[src/rtl/qdac_pkg.sv]
package qdac_pkg;

  typedef enum logic [3:0] {
    CMD_LOAD         = 4'h0,
    CMD_UPDATE       = 4'h1,
    CMD_LOAD_UPD_ALL = 4'h2,
    CMD_LOAD_UPD     = 4'h3,
    CMD_PWR_DN       = 4'h4,
    CMD_NOP          = 4'hF
  } qdac_cmd_e;

  localparam logic [3:0] ADDR_ALL = 4'hF;

  // Converts a duration in nanoseconds to whole clock cycles.
  function automatic int ns_to_cycles(input longint clk_hz, input longint ns);
    return int'((clk_hz * ns) / 64'd1_000_000_000);
  endfunction

endpackage

[src/rtl/qdac_decode.sv]
module qdac_decode
  import qdac_pkg::*;
#(
  parameter int NCH = 4
) (
  input  logic           valid,
  input  logic [7:0]     cmd_addr,
  output logic [NCH-1:0] load_mask,
  output logic [NCH-1:0] upd_mask,
  output logic [NCH-1:0] pd_mask
);

  logic [3:0]     cmd;
  logic [3:0]     addr;
  logic [NCH-1:0] sel;
  logic           addr_ok;

  assign cmd  = cmd_addr[7:4];
  assign addr = cmd_addr[3:0];

  always_comb begin
    for (int i = 0; i < NCH; i++) begin
      sel[i] = (addr == ADDR_ALL) || (addr == 4'(i));
    end
    addr_ok = |sel;
  end

  always_comb begin
    load_mask = '0;
    upd_mask  = '0;
    pd_mask   = '0;
    if (valid && addr_ok) begin
      case (cmd)
        CMD_LOAD:         load_mask = sel;
        CMD_UPDATE:       upd_mask  = sel;
        CMD_LOAD_UPD_ALL: begin
          load_mask = sel;
          upd_mask  = '1;
        end
        CMD_LOAD_UPD:     begin
          load_mask = sel;
          upd_mask  = sel;
        end
        CMD_PWR_DN:       pd_mask   = sel;
        default:          ;
      endcase
    end
  end

endmodule

[src/rtl/qdac_wake_sel.sv]
module qdac_wake_sel #(
  parameter int NCH       = 4,
  parameter int CNT_W     = 10,
  parameter int SHORT_CYC = 250,
  parameter int LONG_CYC  = 500
) (
  input  logic [NCH-1:0]   pd_state,
  output logic [CNT_W-1:0] wake_cycles
);

  // The long wait applies only when every channel was down before the update.
  assign wake_cycles = (&pd_state) ? CNT_W'(LONG_CYC) : CNT_W'(SHORT_CYC);

endmodule

[src/rtl/qdac_chan.sv]
module qdac_chan #(
  parameter int CODE_W = 16,
  parameter int CNT_W  = 10
) (
  input  logic              clk,
  input  logic              rst,
  input  logic              load,
  input  logic              upd,
  input  logic              pd_req,
  input  logic [CODE_W-1:0] data,
  input  logic [CNT_W-1:0]  wake_cycles,
  output logic [CODE_W-1:0] code,
  output logic              pd,
  output logic              settle
);

  logic [CODE_W-1:0] in_q;
  logic [CODE_W-1:0] dac_q;
  logic              pd_q;
  logic [CNT_W-1:0]  cnt_q;
  logic              wake;

  assign wake = upd && pd_q;

  always_ff @(posedge clk) begin
    if (rst) begin
      in_q  <= '0;
      dac_q <= '0;
      pd_q  <= 1'b0;
      cnt_q <= '0;
    end else begin
      if (load) in_q <= data;
      if (upd) begin
        dac_q <= load ? data : in_q;
        pd_q  <= 1'b0;
      end else if (pd_req) begin
        pd_q  <= 1'b1;
      end
      if (wake)               cnt_q <= wake_cycles;
      else if (pd_req)        cnt_q <= '0;
      else if (cnt_q != '0)   cnt_q <= cnt_q - 1'b1;
    end
  end

  assign code   = dac_q;
  assign pd     = pd_q;
  assign settle = (cnt_q != '0);

endmodule

[src/rtl/qdac_cmd_core.sv]
module qdac_cmd_core
  import qdac_pkg::*;
#(
  parameter int NCH           = 4,
  parameter int DATA_W        = 16,
  parameter int CODE_W        = 16,
  parameter int CLK_HZ        = 50_000_000,
  parameter int WAKE_SHORT_NS = 5000,
  parameter int WAKE_LONG_NS  = 10000
) (
  input  logic                  clk,
  input  logic                  rst,
  input  logic                  wr_valid,
  input  logic [7:0]            wr_cmd_addr,
  input  logic [DATA_W-1:0]     wr_data,
  output logic [NCH*CODE_W-1:0] dac_code,
  output logic [NCH-1:0]        pd_flag,
  output logic [NCH-1:0]        settle_flag
);

  localparam int SHORT_CYC = ns_to_cycles(longint'(CLK_HZ), longint'(WAKE_SHORT_NS));
  localparam int LONG_CYC  = ns_to_cycles(longint'(CLK_HZ), longint'(WAKE_LONG_NS));
  localparam int CNT_W     = $clog2(LONG_CYC + 1);

  logic [NCH-1:0]    load_mask;
  logic [NCH-1:0]    upd_mask;
  logic [NCH-1:0]    pd_mask;
  logic [CNT_W-1:0]  wake_cycles;
  logic [CODE_W-1:0] code_in;

  // Left-justified code: keep the top CODE_W bits of the data word.
  assign code_in = wr_data[DATA_W-1 -: CODE_W];

  qdac_decode #(.NCH(NCH)) u_decode (
    .valid     (wr_valid),
    .cmd_addr  (wr_cmd_addr),
    .load_mask (load_mask),
    .upd_mask  (upd_mask),
    .pd_mask   (pd_mask)
  );

  qdac_wake_sel #(
    .NCH       (NCH),
    .CNT_W     (CNT_W),
    .SHORT_CYC (SHORT_CYC),
    .LONG_CYC  (LONG_CYC)
  ) u_wake_sel (
    .pd_state    (pd_flag),
    .wake_cycles (wake_cycles)
  );

  for (genvar g = 0; g < NCH; g++) begin : g_chan
    qdac_chan #(.CODE_W(CODE_W), .CNT_W(CNT_W)) u_chan (
      .clk         (clk),
      .rst         (rst),
      .load        (load_mask[g]),
      .upd         (upd_mask[g]),
      .pd_req      (pd_mask[g]),
      .data        (code_in),
      .wake_cycles (wake_cycles),
      .code        (dac_code[g*CODE_W +: CODE_W]),
      .pd          (pd_flag[g]),
      .settle      (settle_flag[g])
    );
  end

endmodule

[config.mk]
export PLATFORM = sky130hd
export DESIGN_NAME = qdac_cmd_core
export DESIGN_NICKNAME = d
export VERILOG_FILES = /design/src/rtl/qdac_pkg.sv /design/src/rtl/qdac_decode.sv /design/src/rtl/qdac_wake_sel.sv /design/src/rtl/qdac_chan.sv /design/src/rtl/qdac_cmd_core.sv
export SDC_FILE = /design/constraint.sdc
export NUM_CORES = 1
export LEC_CHECK = 0
export CAP_MARGIN = 0
export CELL_PAD_IN_SITES_DETAIL_PLACEMENT = 0
export CELL_PAD_IN_SITES_GLOBAL_PLACEMENT = 1
export CORE_MARGIN = 2
export CORE_UTILIZATION = 45
export CTS_BUF_LIST = sky130_fd_sc_hd__clkbuf_8
export CTS_CLUSTER_DIAMETER = 30
export DETAILED_ROUTE_END_ITERATION = 16
export DONT_BUFFER_PORTS = 1
export GPL_ROUTABILITY_DRIVEN = 1
export PLACE_DENSITY = 0.87
export SYNTH_ARGS = -nofsm -noshare
export SYNTH_HDL_FRONTEND = slang
export SYNTH_SLANG_ARGS = --single-unit
[constraint.sdc]
create_clock -name clk -period 2 [get_ports clk]
set_input_delay 0.2 -clock clk [delete_from_list [all_inputs] [get_ports clk]]
set_output_delay 0.2 -clock clk [all_outputs]
set_load 0.01 [all_outputs]
==> out/summary.log <==
[yosys] mapped cell area 6780 sq um
[route] DR WL/cell 18.0 um
[yosys] FFs w/ async S/R, synth 0
[critical_path] critical path's slowest cell sky130_fd_sc_hd__dlygate4sd3_1
[outcome] outcome completed
[yosys] most instantiated flip-flop cell in the synthesis netlist sky130_fd_sc_hd__dfxtp_1
[critical_path] series of cell instances along the critical path or2_4 > a211o_4 > or3_4 > buf_12 > mux2i_1 > nor2_1 > dlygate4sd3_1
[power_and_ir_drop] Leak 0.00308 uW
[yosys] yosys warns 0
[critical_path] R2R depth 7
[global_routing] grt ovf 0
[cells_and_area] Filler cells 1,255
[yosys] number of enable-type register cells in the synthesized netlist 0
[cells_and_area] most frequent standard cell in the layout excluding fill and tap cells sky130_fd_sc_hd__dfxtp_1
[global_routing] largest net degree at the start of global routing 92
[critical_path] reg2reg start g_chan[3].u_chan.cnt_q[1]$_SDFFE_PP0P_
[place] number of buffer cells added on primary ports 0
[clock_network] clock latency at the later pin of the worst-skew pair 0.47 ns
[place] standard cell area after detailed placement 7020 sq um
[yosys] area leader, netlist sky130_fd_sc_hd__dfxtp_1
[yosys] syn nets 744
[clock_network] total clock buffers created by CTS 17
[clock_network] Clock transition at path regs 0.09 ns
[die] core outline area 14,600 sq um
[critical_path] destination of the worst register-to-register timing path g_chan[3].u_chan.cnt_q[8]$_SDFFE_PP0P_
[critical_path] kind of start point of the critical path input pin
[global_routing] via count of the first global-routing pass 5,314
[die] die area 16,100 sq um
[critical_path] CP max FO 16
[hold_path] Hold/Removal Path Class in -> reg
[timing] final worst path period share 0.980
[global_routing] antenna violations before repair 0
[route] top layer used by detailed routing met4
[critical_path] delay of the slowest critical-path stage 0.57 ns
[yosys] top cell type's share of synthesized area 0.496
[route] met2 layer wire length in the routed design 7810 um
[yosys] number of distinct library cells after synthesis 56
[power_and_ir_drop] Max rail drop VDD 0.533 mV
[timing] Final Max Slew Viols 0
[timing] count of endpoints failing setup in the final report 0
[die] horizontal die dimension 127 um
[place] setup slack at placement -0.0476 ns
[clock_network] sink count of the clock tree 168
[clock_network] deepest level of the CTS H-tree 4
[route] number of nets with antenna violations after detailed routing 0
[hold_path] hold wc startpoint wr_data[4]
[cells_and_area] Ant. Diodes 0
[place] Final Wtd Congestion 0.805
[cells_and_area] fraction of final layout cells with drive strength greater than 1 0.150
[clock_network] number of buffers between clock root and the deepest sink 2
[timing] setup repair after global routing missed its margin yes
[cells_and_area] top library cells by usage in the layout, fill and taps aside 163 x sky130_fd_sc_hd__dfxtp_1, 115 x sky130_fd_sc_hd__nor2_1, 62 x sky130_fd_sc_hd__mux2i_1
[route] drc violations 0
[route] Initial DRT Pass Iterations 4
[route] overall via count from detail_route 5,252
[yosys] synth top area cells sky130_fd_sc_hd__dfxtp_1 50%, sky130_fd_sc_hd__mux2i_1 9.4%, sky130_fd_sc_hd__nor2_1 6.5%
[route] Vias/cell 5.49
[power_and_ir_drop] total power 8670 uW
[cells_and_area] combined area of the multi-input logic cells 3210 sq um
[timing] Tightest Pin Transition 0.640 ns
[critical_path] start-to-end type of the worst setup path in -> reg
[timing] final hold slack 0.0315 ns
[timing] slack of the critical path 0.0393 ns
[hold_path] number of stages on the worst hold path 2
[timing] Clock Skew 0.00850 ns
[cells_and_area] Final Net Count 791
[die] Vert. Die Dim 127 um
[die] initial core utilization 0.463
[place] detailed placement HPWL 11,100 um
[yosys] synthesized instance count 713
[global_routing] global router's overall resource usage 0.217
[timing] final number of hold-violating endpoints 0
[critical_path] worst-case register-to-register setup slack 0.09 ns
[critical_path] crit path DAT 2.32 ns
[critical_path] kind of end point of the critical path flip-flop
[cells_and_area] area of all placed cells without fillers 8130 sq um
[timing] achievable frequency 510 MHz
[route] wire length on met3 1130 um
[critical_path] critical path data required time 2.36 ns
[route] total routed wirelength 17,200 um
[yosys] sequential share of the synthesized area 0.496
[job] max-capacitance violation count 0
[route] met1 layer wirelength in the final routing 7840 um
[yosys] total of flip-flops plus latches after synthesis 168
[timing] final period demand of the worst path 1.96 ns
[die] row cnt 44
[cells_and_area] area taken by flip-flops and latches 3370 sq um
[hold_path] hold worst-path end g_chan[3].u_chan.code[4]$_SDFFE_PP0P_
[power_and_ir_drop] power density cells 1070 nW/um^2
[route] count of routing violations after the opening detailed-route iteration 340
[global_routing] global-route wire length before repair 27,600 um
[timing] Slew HR 0.572
[critical_path] critical path launch point wr_cmd_addr[3]
[cells_and_area] area overhead of the layout relative to synthesis 19.8%
[yosys] Post-Synthesis Mean Instance Area 9.51 sq um
[die] I/O pin total 99
[clock_network] TritonCTS clock tree done
[cells_and_area] final core utilization 0.555
[clock_network] root buf cell sky130_fd_sc_hd__clkbuf_8
==> cells by family (layout without fill, tap and decap cells) <==
kind of cell	after synthesis	after routing	synth area share
AOI/OAI and AO/OA	165	165	0.163
xor gates and xnor gates	27	27	0.0349
adders and majority gates	4	4	0.00738
buffers and inverters	66	125	0.0515
DFF	168	168	0.496
muxes	64	64	0.0944
and+or+nand+nor	219	219	0.153
==> registers in the layout, indices dropped and copies added, names as in the netlist <==
name,count
g_chan.u_chan.cnt_q,36
g_chan.u_chan.in_q,64
g_chan.u_chan.code,64
g_chan.u_chan.pd,4
==> metal layers <==
metal / GRT usage / up-vias
met5: 0 / -
met4: 0.0970 / 0
met3: 0.0730 / 36
met2: 0.335 / 129
met1: 0.277 / 2491
li1: - / 2596
==> cell type report <==
cell class | instances | area share
flip-flops and latches | 168 | 0.414
well taps | 184 | 0.0283
clock inverters | 13 | 0.0237
inverters | 15 | 0.00693
repair buffers | 79 | 0.102
multi-input cells | 479 | 0.394
clock buffers | 18 | 0.0305
==> critical path: cells and delay by family <==
| kind | cells | cell delay [ns] |
|---|---|---|
| mux | 1 | 0.23 |
| simple gates | 3 | 0.75 |
| compound gates | 1 | 0.38 |
| buf+inv | 2 | 0.74 |
==> worst max-delay path by stage <==
stage	to	slack, ns
2_1_floorplan	g_chan[0].u_chan.code[11]$_SDFFE_PP0P_	-0.02
3_3_place_gp	g_chan[1].u_chan.code[15]$_SDFFE_PP0P_	0.08
3_5_place_dp	g_chan[3].u_chan.code[15]$_SDFFE_PP0P_	-0.05
4_1_cts	settle_flag[2]	-0.01
5_1_grt	settle_flag[1]	-0.02
6_report	g_chan[3].u_chan.in_q[2]$_SDFF_PP0_	0.04
==> report_power, final <==
group	switching, uW	internal (uW)	leakage, uW
registers	265	3600	0.00136
clock network	1270	1400	0.000221
logic	1090	1040	0.00149
==> repair_timing <==
item                       in CTS  in global routing
hold endpoints to repair      160                  4
hold buffers                   49                  1
setup buffers                   6                  1
setup endpoints to repair       5                 15
gates resized for setup        20                 15
pin swaps                       6                  8
==> synthesized netlist by cell type, types with 3 or more instances <==
cell type and number:
sky130_fd_sc_hd__a21boi_0 3, sky130_fd_sc_hd__buf_4 12, sky130_fd_sc_hd__o21ai_0 46, sky130_fd_sc_hd__a211oi_1 24, sky130_fd_sc_hd__nor3_1 16, sky130_fd_sc_hd__nor4b_1 3, sky130_fd_sc_hd__xnor2_1 10, sky130_fd_sc_hd__buf_6 5
sky130_fd_sc_hd__nor4_1 6, sky130_fd_sc_hd__clkbuf_1 27, sky130_fd_sc_hd__o32ai_1 3, sky130_fd_sc_hd__ha_1 4, sky130_fd_sc_hd__xor2_1 17, sky130_fd_sc_hd__a211oi_2 10, sky130_fd_sc_hd__dfxtp_1 168, sky130_fd_sc_hd__nand3_1 9
sky130_fd_sc_hd__a31o_2 3, sky130_fd_sc_hd__and2_1 5, sky130_fd_sc_hd__o311ai_0 3, sky130_fd_sc_hd__or3_1 8, sky130_fd_sc_hd__a32oi_1 3, sky130_fd_sc_hd__nand2_1 27, sky130_fd_sc_hd__nor2b_1 7, sky130_fd_sc_hd__buf_2 6
sky130_fd_sc_hd__a21oi_1 44, sky130_fd_sc_hd__a31oi_1 3, sky130_fd_sc_hd__o22ai_1 4, sky130_fd_sc_hd__nor2_1 117, sky130_fd_sc_hd__inv_1 15, sky130_fd_sc_hd__nand2b_1 3, sky130_fd_sc_hd__and3_1 6, sky130_fd_sc_hd__a21o_1 4
sky130_fd_sc_hd__mux2i_1 64
==> metrics by stage <==
stage | setup TNS, ns | cells
4_1_cts | -0.0108 | 958
3_5_place_dp | -0.0476 | 872
2_1_floorplan | -0.294 | 713
6_report | 0 | 956
5_1_grt | -0.0190 | 956
3_3_place_gp | 0 | 872
(Power assumes the default switching activity.)
